File: src/rtl/sxbo_pkg.sv
// Package: shared operation encoding and width codes for the sign-extend
// and byte-order unit. Assumes a 64-bit register width throughout.
package sxbo_pkg;

    typedef enum logic {
        OP_MOVE  = 1'b0,
        OP_BSWAP = 1'b1
    } sxbo_op_e;

    // Index of a byte-order width inside the per-width result arrays.
    typedef enum logic [1:0] {
        BW_16  = 2'd0,
        BW_32  = 2'd1,
        BW_64  = 2'd2,
        BW_BAD = 2'd3
    } sxbo_bw_e;

    localparam int NUM_BW = 3;

endpackage

File: src/rtl/sxbo_sign_ext.sv
// Module: sxbo_sign_ext
// Combinational move path. A zero offset gives a plain move. A non-zero offset
// selects the source width to sign-extend: 8/16 in the 32-bit class, and
// 8/16/32 in the 64-bit class. Any other request is flagged illegal.
// Assumes XLEN = 64 and an offset field at least 6 bits wide.
module sxbo_sign_ext #(
    parameter int XLEN  = 64,
    parameter int OFF_W = 16
) (
    input  logic             cls64,
    input  logic             src_is_reg,
    input  logic [OFF_W-1:0] offset,
    input  logic [XLEN-1:0]  src,
    output logic [XLEN-1:0]  result,
    output logic             illegal
);
    localparam int HALF = XLEN / 2;

    logic [XLEN-1:0] sx8, sx16, sx32, picked;
    logic            width_ok;

    // Full-width sign extensions of each candidate field.
    always_comb begin
        sx8  = {{(XLEN-8){src[7]}},     src[7:0]};
        sx16 = {{(XLEN-16){src[15]}},   src[15:0]};
        sx32 = {{(XLEN-HALF){src[HALF-1]}}, src[HALF-1:0]};
    end

    // Decode the offset into a width choice and check it against the class.
    always_comb begin
        width_ok = 1'b1;
        picked   = src;
        case (offset)
            OFF_W'(0):  picked = src;
            OFF_W'(8):  picked = sx8;
            OFF_W'(16): picked = sx16;
            OFF_W'(32): begin
                picked   = sx32;
                width_ok = cls64;
            end
            default:    width_ok = 1'b0;
        endcase
    end

    // Apply the class's upper-word rule and the source-kind restriction.
    always_comb begin
        illegal = (offset != '0) && (!src_is_reg || !width_ok);
        result  = cls64 ? picked : {{(XLEN-HALF){1'b0}}, picked[HALF-1:0]};
    end

endmodule

File: src/rtl/sxbo_byte_order.sv
// Module: sxbo_byte_order
// Combinational byte-order path. It builds a byte-reversed and a truncated copy
// of the destination at 16, 32 and 64 bits, then picks one. The 64-bit class
// always reverses. The 32-bit class reverses only when the target order differs
// from the host order. Assumes XLEN = 64.
module sxbo_byte_order
    import sxbo_pkg::*;
#(
    parameter int XLEN            = 64,
    parameter int IMM_W           = 32,
    parameter bit HOST_BIG_ENDIAN = 1'b0
) (
    input  logic             cls64,
    input  logic             to_big,
    input  logic [IMM_W-1:0] imm,
    input  logic [XLEN-1:0]  dst,
    output logic [XLEN-1:0]  result,
    output logic             illegal
);
    localparam int NB = XLEN / 8;

    logic [XLEN-1:0] rev_w   [NUM_BW];
    logic [XLEN-1:0] trunc_w [NUM_BW];
    sxbo_bw_e        bw;
    logic            do_swap;

    // Per-width reversal and truncation networks.
    for (genvar w = 0; w < NUM_BW; w++) begin : g_width
        localparam int NBW = 2 << w;
        for (genvar b = 0; b < NBW; b++) begin : g_byte
            assign rev_w[w][8*b +: 8] = dst[8*(NBW-1-b) +: 8];
        end
        if (NBW < NB) begin : g_fill
            assign rev_w[w][XLEN-1:8*NBW]   = '0;
            assign trunc_w[w]               = {{(XLEN-8*NBW){1'b0}}, dst[8*NBW-1:0]};
        end else begin : g_full
            assign trunc_w[w] = dst;
        end
    end

    // Decode the immediate into a width index.
    always_comb begin
        case (imm)
            IMM_W'(16): bw = BW_16;
            IMM_W'(32): bw = BW_32;
            IMM_W'(64): bw = BW_64;
            default:    bw = BW_BAD;
        endcase
    end

    // Pick swap or truncation; an illegal width leaves the destination as is.
    always_comb begin
        do_swap = cls64 || (to_big != HOST_BIG_ENDIAN);
        illegal = (bw == BW_BAD);
        if (illegal)
            result = dst;
        else if (do_swap)
            result = rev_w[bw];
        else
            result = trunc_w[bw];
    end

endmodule

File: src/rtl/sxbo_unit.sv
// Module: sxbo_unit (top)
// Execution slice for sign-extending moves and byte-order conversion. It picks
// one of the two combinational paths, substitutes the destination value on an
// illegal request, and registers the result with a one-clock valid flag.
// Assumes XLEN = 64. Reset is synchronous and active low.
module sxbo_unit
    import sxbo_pkg::*;
#(
    parameter int XLEN            = 64,
    parameter int OFF_W           = 16,
    parameter int IMM_W           = 32,
    parameter bit HOST_BIG_ENDIAN = 1'b0
) (
    input  logic             clk,
    input  logic             rst_n,
    input  logic             in_valid,
    input  logic             in_op,
    input  logic             in_cls64,
    input  logic             in_src_is_reg,
    input  logic [OFF_W-1:0] in_offset,
    input  logic [XLEN-1:0]  in_src,
    input  logic [XLEN-1:0]  in_dst,
    input  logic [IMM_W-1:0] in_imm,
    input  logic             in_to_big,
    output logic             out_valid,
    output logic [XLEN-1:0]  out_result,
    output logic             out_illegal
);
    logic [XLEN-1:0] mv_result, bo_result, next_result;
    logic            mv_illegal, bo_illegal, next_illegal;

    sxbo_sign_ext #(.XLEN(XLEN), .OFF_W(OFF_W)) u_sign_ext (
        .cls64      (in_cls64),
        .src_is_reg (in_src_is_reg),
        .offset     (in_offset),
        .src        (in_src),
        .result     (mv_result),
        .illegal    (mv_illegal)
    );

    sxbo_byte_order #(.XLEN(XLEN), .IMM_W(IMM_W), .HOST_BIG_ENDIAN(HOST_BIG_ENDIAN)) u_byte_order (
        .cls64   (in_cls64),
        .to_big  (in_to_big),
        .imm     (in_imm),
        .dst     (in_dst),
        .result  (bo_result),
        .illegal (bo_illegal)
    );

    // Select the active path and fall back to the destination when illegal.
    always_comb begin
        next_illegal = (in_op == OP_BSWAP) ? bo_illegal : mv_illegal;
        if (next_illegal)
            next_result = in_dst;
        else
            next_result = (in_op == OP_BSWAP) ? bo_result : mv_result;
    end

    // Output register: valid follows the strobe, result loads only on a strobe.
    always_ff @(posedge clk) begin
        if (!rst_n) begin
            out_valid   <= 1'b0;
            out_illegal <= 1'b0;
            out_result  <= '0;
        end else begin
            out_valid   <= in_valid;
            out_illegal <= in_valid && next_illegal;
            if (in_valid)
                out_result <= next_result;
        end
    end

    // the valid flag rises one clock after a strobe.
    a_r10_valid_follows: assert property (@(posedge clk) disable iff (!rst_n)
        in_valid |=> out_valid);

    // no strobe means no valid and no illegal report on the next clock.
    a_r10_idle_quiet: assert property (@(posedge clk) disable iff (!rst_n)
        !in_valid |=> (!out_valid && !out_illegal));

    // a sign-extend with an immediate source is flagged and keeps the destination.
    a_r4_imm_source_illegal: assert property (@(posedge clk) disable iff (!rst_n)
        (in_valid && in_op == OP_MOVE && in_offset != '0 && !in_src_is_reg)
        |=> (out_illegal && out_result == $past(in_dst)));

    // an unsupported byte-order width is flagged and keeps the destination.
    a_r6_bad_width_illegal: assert property (@(posedge clk) disable iff (!rst_n)
        (in_valid && in_op == OP_BSWAP && in_imm != IMM_W'(16) &&
         in_imm != IMM_W'(32) && in_imm != IMM_W'(64))
        |=> (out_illegal && out_result == $past(in_dst)));

    // a legal 32-bit class move leaves the upper word zero.
    a_r2_upper_word_zero: assert property (@(posedge clk) disable iff (!rst_n)
        (in_valid && in_op == OP_MOVE && !in_cls64)
        |=> (out_illegal || out_result[XLEN-1:XLEN/2] == '0));

    // a legal 16-bit byte-order result has nothing above bit 15.
    a_r7_width16_zero_fill: assert property (@(posedge clk) disable iff (!rst_n)
        (in_valid && in_op == OP_BSWAP && in_imm == IMM_W'(16))
        |=> (out_result[XLEN-1:16] == '0));

endmodule

File: config.mk
export PLATFORM = sky130hd
export DESIGN_NAME = sxbo_unit
export DESIGN_NICKNAME = d
export VERILOG_FILES = /design/src/rtl/sxbo_pkg.sv /design/src/rtl/sxbo_sign_ext.sv /design/src/rtl/sxbo_byte_order.sv /design/src/rtl/sxbo_unit.sv
export SDC_FILE = /design/constraint.sdc
export NUM_CORES = 1
export LEC_CHECK = 0
export BUFFER_PORTS_ARGS = -buffer_cell sky130_fd_sc_hd__buf_2
export CORE_AREA = 8 8 125 127
export DETAILED_ROUTE_END_ITERATION = 6
export DIE_AREA = 0 0 133 135
export GPL_TIMING_DRIVEN = 0
export PLACE_DENSITY = 0.69
export SLEW_MARGIN = 5
export SYNTH_ARGS = -nofsm -noshare
export SYNTH_HDL_FRONTEND = slang
export SYNTH_HIERARCHICAL = 1
export SYNTH_SLANG_ARGS = --single-unit
File: constraint.sdc
create_clock -name clk -period 3.5 [get_ports clk]
set_input_delay 0.35 -clock clk [delete_from_list [all_inputs] [get_ports clk]]
set_output_delay 0.35 -clock clk [all_outputs]
set_load 0.01 [all_outputs]
==> impl_metrics.toml <==
[status]
outcome = "finished clean"

[sta]
max_freq_ghz = 0.331
worst_pin_slew_ns = 0.847
max_slew_margin_pct = 43.1
fin_crit_ns = 3.02
period_share_pct = 86.2
grt_setup_unrepaired = "false"
hold_slack_ns = 0.250
setup_tns_ns = 0
setup_viol = 0
drv_slew = 0
clock_skew_ns = 0
hold_viol_final = 0

[power]
p_seq_share_pct = 36.8
pwr-share-clk_pct = 39.6
p_sw_uw = 652
power.ir.vdd_worst_mv = 0.195
switching_share_pct = 29.3
p_comb_share_pct = 23.6
p_leak_uw = 0.00342
p_per_area_mw_per_mm2 = 315
p_int_uw = 1570

[floorplanning]
core-area_mm2 = 0.0136
ios = 249
die_w_um = 133
chipHeight_um = 135
start_util_pct = 39.3
rows = 43
dieArea_mm2 = 0.0180

[final_layout]
fillCellCount = 1393
seqCellArea_mm2 = 0.00132
synthToLayoutAreaGrowth_pct = 32.0
drive_above_1_share_pct = 36.5
finalInstanceArea_mm2 = 0.00706
final_nets = 1091
multi_input_comb_area_mm2 = 0.00361
stdcell_count = 1094

[yosys]
yosys-top-cells-area = "dfxtp_1 25%, a221o_1 12%, mux2i_1 12%"
syn-cell-area_mm2 = 0.00535
ys_seq_area_share_pct = 24.7
syn_avg_cell_area_um2 = 8.15
synthArstFlopShare_pct = 0
synth_top_area_share_pct = 24.7
yosysWarnings = 6
ys_seq_elements = 66
synth_top_area_cell = "dfxtp_1"
synthFlopType = "dfxtp_1"
ys_types = 45
synth_fp_nets = 840
synth_edf_count = 0
synth_cells = 657

[detailed_routing]
wl_mm = 23.7
drt-initial-drc-count = 767
drc = 0
vias_per_cell = 5.91
vias = 6462
first_pass_iters = 7
drtAntennaViolNets = 0
wl_per_cell_um = 21.6

[clocking]
path_clk_slew_ns = 0.06
clockBufferDepth = 2
htreeDepth = 3
clock_sinks = 66
cts_buffers = 9
hold_buffers = 0
post_cts_buffers = 0
root_buffer = "clkbuf_16"
cts-resized-gates = 0
cts_tree = "done"
clk_latency_ns = 0.35

[placed_design]
place_inst = 1077
place_area_mm2 = 0.00678
gp_congestion = 0.998
port_buffers = 240
dp_hpwl_mm = 18.9

[worst_setup_path]
r2r_start = "out_result[39]"
cp-endpoint = "out_result[10]"
path_cells = "buf_2 -> nor4_1 -> nand3_1 -> or4_1 -> buf_2 -> buf_2 -> inv_1 -> a21oi_1 -> mux2_4 -> and2_1 -> buf_6 -> buf_6 -> a221o_1"
crit_path_start = "in_offset[15]"
critical_path.top_delay_family = "simple AND/OR/NAND/NOR gates"
arrival_ns = 3.25
cp.required_ns = 3.73
cpMaxStageDelayCell = "or4_1"
critPathCaptureType = "register"
crit_fanout = 10
path_common_cell = "buf_2"
crit_cells = 13
crit_path_start_kind = "primary input"
path_class = "primary input to register"
r2r_end = "out_result[39]"
reg2reg_depth = 1
crit_buf_inv = 6
critical_path.max_stage_delay_ns = 0.55
r2r_setup_slack_ns = 2.76

[global_routing]
grt_pass1_vias = 6616
grt_pass1_wl_mm = 35.7
grt_start_max_net_pins = 11
antenna_found_initial = 1
grt-ovfl-total = 0
track_usage_pct = 25.4

[hold_path]
hp-start = "rst_n"
hp-class = "primary input to register"

[flow_run]
cap_violations = 0
==> sequential cells by signal, indices dropped and copies added (netlist names) <==
name         count
out_result      64
out_valid        1
out_illegal      1
==> cells by family (layout without fill, tap and decap cells) <==
family,Yosys count,count (layout),synth area share (%)
other,0,1,0
AOI/OAI and AO/OA,191,191,32.5
xor gates and xnor gates,2,2,0.327
DFF,66,66,24.7
buffers and inverters,77,333,7.81
muxes,65,65,12.3
and+or+nand+nor,256,256,22.4
==> power by group through the flow <==
stage | combinational [uW] | sequential [uW] | clock [uW]
floorplan | 236 | 855 | 0
global placement | 514 | 833 | 0
detailed placement | 518 | 834 | 0
CTS | 519 | 819 | 888
global route | 561 | 824 | 924
finish | 525 | 820 | 881
==> per-stage QoR <==
step	setup WS [ns]	total power [uW]	utilization, %
5_1_grt	0.342	2310	51.9
4_1_cts	0.522	2230	51.9
6_report	0.483	2220	51.9
3_3_place_gp	0.172	1350	49.8
2_1_floorplan	0.632	1090	-
3_5_place_dp	0.153	1350	49.8
==> cell usage after synthesis, types with 2 or more instances <==
library cell and instances:
nor4_2 4, nor2_1 22, a222oi_1 16, or4_1 2, a21boi_2 30, nand3_1 3, buf_1 7, buf_6 10
nor4_1 8, clkbuf_1 31, dfxtp_1 66, a22oi_1 16, nor4b_2 2, inv_1 2, or3_4 2, a21boi_0 2
mux2i_1 64, buf_4 8, o2bb2ai_1 16, a21oi_1 17, a221o_1 64, nor3_1 68, a21o_1 24, nand2_1 133
xnor2_1 2, buf_2 19
==> layer usage <==
metal  share of wire [%]  GRT usage [%]
met5                   0              0
met4                 3.2           11.2
met3                  11           6.91
met2                  45           39.9
met1                  40           31.7
==> worst min-delay path by stage <==
stage	end	slack [ns]	depth (start not counted)
finish	out_valid	0.25	3
global route	out_valid	0.28	3
detailed placement	out_result[40]	0.47	1
CTS	out_valid	0.24	3
global placement	out_result[63]	0.46	1
floorplan	out_valid	0.47	2
==> area by class of cell <==
class / instances / share of cell area [%]
buffer: 75 / 5.81
multi-input combinational: 514 / 51.1
antenna: 1 / 0.0354
timing repair buffer: 240 / 17.0
clock inverter: 2 / 0.142
tap: 180 / 3.19
clock buffer: 14 / 3.88
inverter: 2 / 0.106
sequential: 66 / 18.7
==> cells in the final DEF, fill, tap and decap left out, drive strengths merged, types with 2 or more instances in the layout <==
cell,n
nor2,23
nand3,3
nor3,68
a222oi,16
dfxtp,66
a221o,64
nor4,12
o2bb2ai,16
a21boi,32
clkinv,2
a21oi,17
or3,3
inv,2
clkbuf,45
nor4b,3
xnor2,2
a21o,24
mux2i,64
or4,2
a22oi,16
buf,284
nand2,133
Power figures use the tool's default switching activity.
